===== src/rtl/seg_map_pkg.sv =====
package seg_map_pkg;
  typedef enum logic [1:0] {
    ACC_DIRECT = 2'd0,
    ACC_ZPAGE  = 2'd1,
    ACC_STACK  = 2'd2,
    ACC_ALT    = 2'd3
  } acc_kind_t;
endpackage


===== src/rtl/seg_bank_regs.sv =====
module seg_bank_regs #(
  parameter int NSEG    = 8,
  parameter int BANK_W  = 8,
  parameter int DEF_SEG = NSEG - 1,
  localparam int SEL_W  = $clog2(NSEG)
) (
  input  logic              clk,
  input  logic              rst,
  input  logic              wr_en,
  input  logic [SEL_W-1:0]  wr_sel,
  input  logic [BANK_W-1:0] wr_data,
  input  logic [SEL_W-1:0]  rd_sel,
  output logic [BANK_W-1:0] rd_data,
  input  logic [SEL_W-1:0]  xl_sel,
  output logic [BANK_W-1:0] xl_bank,
  output logic [NSEG-1:0]   defined
);
  logic [NSEG-1:0][BANK_W-1:0] bank_q;
  logic [NSEG-1:0]             def_q;

  always_ff @(posedge clk) begin
    if (rst) begin
      bank_q <= '0;
      for (int s = 0; s < NSEG; s++) def_q[s] <= (s == DEF_SEG);
    end else if (wr_en) begin
      bank_q[wr_sel] <= wr_data;
      def_q[wr_sel]  <= 1'b1;
    end
  end

  assign rd_data = bank_q[rd_sel];
  assign xl_bank = bank_q[xl_sel];
  assign defined = def_q;

  // a strobed write lands on the next edge
  p_write_lands_r4: assert property (@(posedge clk) disable iff (rst)
    wr_en |=> bank_q[$past(wr_sel)] == $past(wr_data));
  // no strobe, no change
  p_hold_no_wr_r8: assert property (@(posedge clk) disable iff (rst)
    !wr_en |=> $stable(bank_q));
  // defined bits never fall outside reset
  p_defined_sticky_r7: assert property (@(posedge clk) disable iff (rst)
    1'b1 |=> ((def_q & $past(def_q)) == $past(def_q)));
  // the top segment is always reported defined
  p_top_defined_r1: assert property (@(posedge clk) disable iff (rst)
    def_q[DEF_SEG]);
endmodule


===== src/rtl/seg_fixed_page.sv =====
module seg_fixed_page #(
  parameter int LA_W     = 16,
  parameter int IDX_W    = 8,
  localparam int PG_W    = LA_W - IDX_W,
  parameter logic [PG_W-1:0] ZP_PAGE  = 8'h20,
  parameter logic [PG_W-1:0] STK_PAGE = 8'h21
) (
  input  seg_map_pkg::acc_kind_t kind,
  input  logic [LA_W-1:0]        log_addr,
  input  logic [IDX_W-1:0]       idx,
  output logic [LA_W-1:0]        eff_addr
);
  import seg_map_pkg::*;
  always_comb begin
    unique case (kind)
      ACC_ZPAGE: eff_addr = {ZP_PAGE, idx};
      ACC_STACK: eff_addr = {STK_PAGE, idx};
      default:   eff_addr = log_addr;
    endcase
  end
endmodule


===== src/rtl/seg_xlate.sv =====
module seg_xlate #(
  parameter int LA_W   = 16,
  parameter int NSEG   = 8,
  parameter int BANK_W = 8,
  localparam int SEL_W = $clog2(NSEG),
  localparam int OFF_W = LA_W - SEL_W,
  localparam int PA_W  = BANK_W + OFF_W
) (
  input  logic [LA_W-1:0]   eff_addr,
  output logic [SEL_W-1:0]  seg_sel,
  input  logic [BANK_W-1:0] bank,
  output logic [BANK_W-1:0] phys_bank,
  output logic [OFF_W-1:0]  phys_off,
  output logic [PA_W-1:0]   phys_addr
);
  assign seg_sel   = eff_addr[LA_W-1 -: SEL_W];
  assign phys_bank = bank;
  assign phys_off  = eff_addr[OFF_W-1:0];
  assign phys_addr = {bank, eff_addr[OFF_W-1:0]};
endmodule


===== src/rtl/seg_addr_mapper.sv =====
module seg_addr_mapper #(
  parameter int LA_W   = 16,
  parameter int NSEG   = 8,
  parameter int BANK_W = 8,
  parameter int IDX_W  = 8,
  localparam int SEL_W = $clog2(NSEG),
  localparam int OFF_W = LA_W - SEL_W,
  localparam int PA_W  = BANK_W + OFF_W
) (
  input  logic              clk,
  input  logic              rst,
  input  logic              wr_en,
  input  logic [SEL_W-1:0]  wr_sel,
  input  logic [BANK_W-1:0] wr_data,
  input  logic [SEL_W-1:0]  rd_sel,
  output logic [BANK_W-1:0] rd_data,
  output logic [NSEG-1:0]   defined,
  input  logic [1:0]        acc_kind,
  input  logic [LA_W-1:0]   log_addr,
  input  logic [IDX_W-1:0]  page_idx,
  output logic [LA_W-1:0]   eff_addr,
  output logic [BANK_W-1:0] phys_bank,
  output logic [OFF_W-1:0]  phys_off,
  output logic [PA_W-1:0]   phys_addr
);
  import seg_map_pkg::*;

  acc_kind_t           kind;
  logic [SEL_W-1:0]    seg_sel;
  logic [BANK_W-1:0]   seg_bank;

  assign kind = acc_kind_t'(acc_kind);

  seg_fixed_page #(.LA_W(LA_W), .IDX_W(IDX_W)) u_page (
    .kind(kind), .log_addr(log_addr), .idx(page_idx), .eff_addr(eff_addr)
  );

  seg_bank_regs #(.NSEG(NSEG), .BANK_W(BANK_W)) u_regs (
    .clk(clk), .rst(rst), .wr_en(wr_en), .wr_sel(wr_sel), .wr_data(wr_data),
    .rd_sel(rd_sel), .rd_data(rd_data), .xl_sel(seg_sel), .xl_bank(seg_bank),
    .defined(defined)
  );

  seg_xlate #(.LA_W(LA_W), .NSEG(NSEG), .BANK_W(BANK_W)) u_xlate (
    .eff_addr(eff_addr), .seg_sel(seg_sel), .bank(seg_bank),
    .phys_bank(phys_bank), .phys_off(phys_off), .phys_addr(phys_addr)
  );

  // translated bank agrees with the readback of the same register
  p_bank_vs_read_r2: assert property (@(posedge clk) disable iff (rst)
    (rd_sel == eff_addr[LA_W-1 -: SEL_W]) |-> (phys_bank == rd_data));
  // fixed pages always go through register 1
  p_fixed_via_seg1_r6: assert property (@(posedge clk) disable iff (rst)
    ((kind == ACC_ZPAGE || kind == ACC_STACK) && rd_sel == SEL_W'(1))
      |-> (phys_bank == rd_data));
endmodule


===== config.mk =====
export PLATFORM = sky130hd
export DESIGN_NAME = seg_addr_mapper
export DESIGN_NICKNAME = d
export VERILOG_FILES = /design/src/rtl/seg_map_pkg.sv /design/src/rtl/seg_bank_regs.sv /design/src/rtl/seg_fixed_page.sv /design/src/rtl/seg_xlate.sv /design/src/rtl/seg_addr_mapper.sv
export SDC_FILE = /design/constraint.sdc
export NUM_CORES = 1
export LEC_CHECK = 0
export ABC_AREA = 1
export BUFFER_PORTS_ARGS = -buffer_cell sky130_fd_sc_hd__clkbuf_2
export CORE_MARGIN = 5
export CORE_UTILIZATION = 53
export DETAILED_ROUTE_END_ITERATION = 6
export PLACE_DENSITY = 0.8
export SYNTH_ARGS = -nofsm -noshare
export SYNTH_HDL_FRONTEND = slang
export SYNTH_SLANG_ARGS = --single-unit

===== constraint.sdc =====
create_clock -name clk -period 2.3 [get_ports clk]
set_clock_uncertainty 0.1 [all_clocks]
set_input_delay 0.345 -clock clk [delete_from_list [all_inputs] [get_ports clk]]
set_output_delay 0.345 -clock clk [all_outputs]
set_load 0.005 [all_outputs]

# Word-level counts from Yosys, hierarchy flattened
# Cells that the tools add are included.
# classes
n_lt_le_gt_ge	4
n_eq_ne	2
n_mux	10
bitwise	1
n_reduce_logical	1
# op_table
operator	n
64-bit bitwise mux	1
8-bit binary-select mux with 3-bit select	2
16-bit case mux with 2 select lines	1
8-bit demux with 3-bit select	1
8-bit two-way mux	3
3-bit by 4-bit < comparator with 1-bit output, second input constant	3
8-bit OR	1
1-bit demux with 3-bit select	1
3-bit by 1-bit greater-or-equal comparator with 1-bit output, second input constant	1
2-bit by 1-bit == test with 1-bit output, second input constant	1
2-bit == test, second input constant	1
1-bit logical AND	1
1-bit two-way mux	1
# word_totals
ff_bits	72
inputBits	43
output_inout_bits	74

# Depth between registers and ports, before layout
# depth
ltp_word	5
mapped_depth	12

# Modules after synthesis
# A second synthesis with hierarchy kept.
# hier_totals
hier_cells	790
area_unflattened_um2	4618.2
# by_module_without_submodules
module	instances	cells_each	area_each_um2
seg_bank_regs	1	679	3983.8
seg_xlate	1	45	337.8
seg_fixed_page	1	66	296.5

# Least setup slack after synthesis
# No wires, ideal clock.
# synth_timing
path_type	input to output
from	input acc_kind[0]
to	output phys_addr[0]
arrival_ns	1.470
path_slack_ns	0.385
path_stages	8
path_cell_list	inv_1 > ha_1 > buf_4 > buf_4 > clkinv_1 > nand3_1 > nand2_1 > buf_4
# synth_via
elab_chain_len	2
# synth_rtl
item	line	text
from (decl)	seg_addr_mapper.sv:18	input logic [1:0] acc_kind,
2-bit == test or 2-bit by 1-bit == test with 1-bit output (tied branches)	seg_fixed_page.sv:15	unique case (kind)
16-bit case mux with 2 select lines *	seg_fixed_page.sv:15	
to (decl)	seg_addr_mapper.sv:24	output logic [PA_W-1:0] phys_addr
# Mark *: on every way between the ends. The rest lies on a longest branch, timed or not.

# Worst setup path after layout
# layout_timing
from	input acc_kind[0]
to	output phys_bank[0]
# layout_via
elab_chain_len	4
# layout_rtl
item	line	text
2-bit == test or 2-bit by 1-bit == test with 1-bit output (tied branches)	seg_fixed_page.sv:15	
16-bit case mux with 2 select lines *	seg_fixed_page.sv:15	
8-bit binary-select mux with 3-bit select *	seg_bank_regs.sv:32	assign xl_bank = bank_q[xl_sel];
8-bit two-way mux (implied by the code) *	seg_bank_regs.sv:32	
to (decl)	seg_addr_mapper.sv:22	output logic [BANK_W-1:0] phys_bank,
# Mark *: on every way between the ends. The rest lies on a longest branch, timed or not. The select of a mux whose other input is x is not followed.

==> impl_metrics.toml <==
[placed_design]
postPlaceCellArea_sq_um = 4650
place_hpwl_mm = 8.69
preCtsSetupSlack_ns = 0.102
gp_congestion = 0.971
portBuffers = 116

[logic_synthesis]
synthArstFlopShare = 0
synth_area_leaders = "dfxtp_1, nand2_1, a21oi_1"
netlist.area_leader.share = 0.333
synth.cell_area_sq_um = 4330
synth-main-ff-cell = "dfxtp_1"
yosysMostFrequentCell = "nand2_1"
synth.distinct_cells = 26
yosys-top-cells-count = "nand2_1, a21oi_1, inv_1, dfxtp_1, o21ai_0"
synth_edf_count = 0
syn_inst = 663
syn_avg_cell_area_sq_um = 6.53
synth_top_area_cell = "dfxtp_1"
ys_ff_latch = 72
syn_nets = 708
yosys_warnings = 0
yosysSeqAreaShare = 0.333

[floorplanning]
ios = 117
die_w_microns = 100
row_count = 33
dieArea_sq_um = 10100
core_sq_um = 8090
start_util = 0.535
die_h_microns = 100

[layout]
regArea_sq_um = 1440
area.growth.synth_to_final_pct = 13.8
antenna_cells = 0
fin_nets = 775
fin_area_sq_um = 4930
multi_input_area_sq_um = 2060
drive_above_1_share = 0.213
fillers = 769

[detailed_routing]
dr.pass1.iters = 5
drtIter0Drc = 313
routed-via-count = 4489
drt_drc_violations_left = 0
routedWlPerCell_microns = 15.0
antenna_left = 0
vias_per_cell = 5.35
wl_mm = 12.6

[grt]
grt_max_degree = 65
antenna_found_initial = 0
grt_pass1_vias = 4151
track_usage = 0.246
grt_overflow_total = 0
grt_pass1_wl_mm = 19.9

[sta]
slew-limit-headroom = 0.534
worst_slew_pin_slew_ns = 0.697
fmax_mhz = 471
rsz0062_at_grt = "no"
whs_ns = 0.185
drv_slew = 0
period_minus_slack_ns = 2.12
worst_slack_ns = 0.177
hold_viol_final = 0
fin_tns_setup_ns = 0
setup_violations = 0
fin_crit_sh = 0.923

[power]
finalPower_w = 0.00336
vdd_drop_max_mv = 0.425
p_sw_w = 0.000942
p_int_w = 0.00242
p_leak_nw = 2.46
p_sw_frac = 0.281
combPwrFrac = 0.211
clockPowerShare = 0.400
p_per_area_nw_per_um2 = 682
seq_power_share = 0.389

[min_path]
worstHoldStart = "rst"
holdPathStages = 2
hold_path_end = "u_regs.defined[0]$_SDFFE_PP0P_"
hold_path.class = "primary input to flop"

[worst_setup_path]
cp_data_required_time_ns = 1.86
rr_worst_depth = 2
cp_max_fo = 10
startpoint_type = "primary input"
crit_type = "primary input to primary output"
worstPathArrival_ns = 1.68
r2r-end = "u_regs.bank_q[16]$_SDFFE_PP0P_"
cp-end-kind = "primary output"
r2r_start = "u_regs.bank_q[16]$_SDFFE_PP0P_"
reg2reg_setup_slack_ns = 1.57

[clocking]
cts.htree.levels = 3
cts_buffers = 9
cts_buffer_depth = 2
cts_setup_buffers = 0
clock_sinks = 72
insertion_delay_ns = 0.34
root_buffer = "clkbuf_8"
path_clk_slew_ns = 0.08
cts_tree = "built"

[run]
maxCapViolations = 0

[status]
status = "finished, final reports clean"
worst max-delay path by stage:
stage / start / end / slack, ns / depth (start not counted)
6_report: acc_kind[0] / phys_bank[0] / 0.18 / 12
5_1_grt: acc_kind[0] / phys_bank[5] / 0.02 / 12
4_1_cts: acc_kind[0] / phys_addr[13] / 0.09 / 12
3_5_place_dp: acc_kind[0] / phys_bank[5] / 0.10 / 12
3_3_place_gp: acc_kind[0] / phys_addr[13] / 0.12 / 12
2_1_floorplan: acc_kind[0] / phys_addr[0] / 0.38 / 8
per-layer routing:
metal	wire length [microns]	up-vias	global-route usage
met5	0	-	0
li1	-	2245	-
met2	6020	218	0.418
met3	1090	37	0.0452
met1	5110	1989	0.309
met4	338	0	0.0953
power by group through the flow:
stage / logic, W / registers (W) / clock network, W
3_3_place_gp: 0.000682 / 0.00133 / 0
5_1_grt: 0.000790 / 0.00131 / 0.00140
2_1_floorplan: 0.000508 / 0.00133 / 0
4_1_cts: 0.000701 / 0.00131 / 0.00136
6_report: 0.000707 / 0.00131 / 0.00134
3_5_place_dp: 0.000695 / 0.00134 / 0
kinds of logic (layout without fill, tap and decap cells):
family                   Yosys count  count (layout)  share of synthesized area
AND/OR/NAND/NOR                  249             249                      0.237
buffers and inverters            157             228                      0.194
AO/OA/AOI/OAI                    183             183                      0.230
adder cells (fa/ha/maj)            2               2                    0.00578
flip-flops                        72              72                      0.333
layout make-up:
cell class	instances	share of cell area
flip-flops and latches	72	0.293
clock inverters	5	0.0262
repair buffers	129	0.143
inverters	84	0.0658
clock buffers	10	0.0279
multi-input cells	434	0.418
well taps	105	0.0267
sequential cells by signal (all words and copies together) (netlist names):
register        flops
u_regs.bank_q      64
u_regs.defined      8
cell usage in the layout, fill, tap and decap left out, drive strengths merged, types with 11 or more instances in the layout:
| cell | instances |
|---|---|
| inv | 81 |
| o21ai | 64 |
| nor2 | 11 |
| o211ai | 32 |
| buf | 13 |
| nand2 | 197 |
| dfxtp | 72 |
| nand3 | 40 |
| clkbuf | 126 |
| a21oi | 87 |
per-stage QoR:
step / util / instances
after floorplan: - / 663
after global placement: 0.574 / 824
after detailed placement: 0.574 / 824
after CTS: 0.607 / 839
after global routing: 0.609 / 839
final: 0.609 / 839
critical path: stages:
cell,delay (ns)
clkbuf_2,0.09
inv_1,0.06
ha_4,0.29
buf_12,0.14
nand2_8,0.08
buf_4,0.19
nand2_1,0.08
nand3_1,0.07
nand2_1,0.06
nand2_1,0.04
nand2_1,0.11
clkbuf_2,0.13
timing repair:
item / CTS / global route
endpoints found under the hold margin: 0 / 0
resized for setup: 0 / 2
setup endpoints to repair: 0 / 16
hold buffers: 0 / 0
No activity file was read; power rests on OpenSTA's default activity.
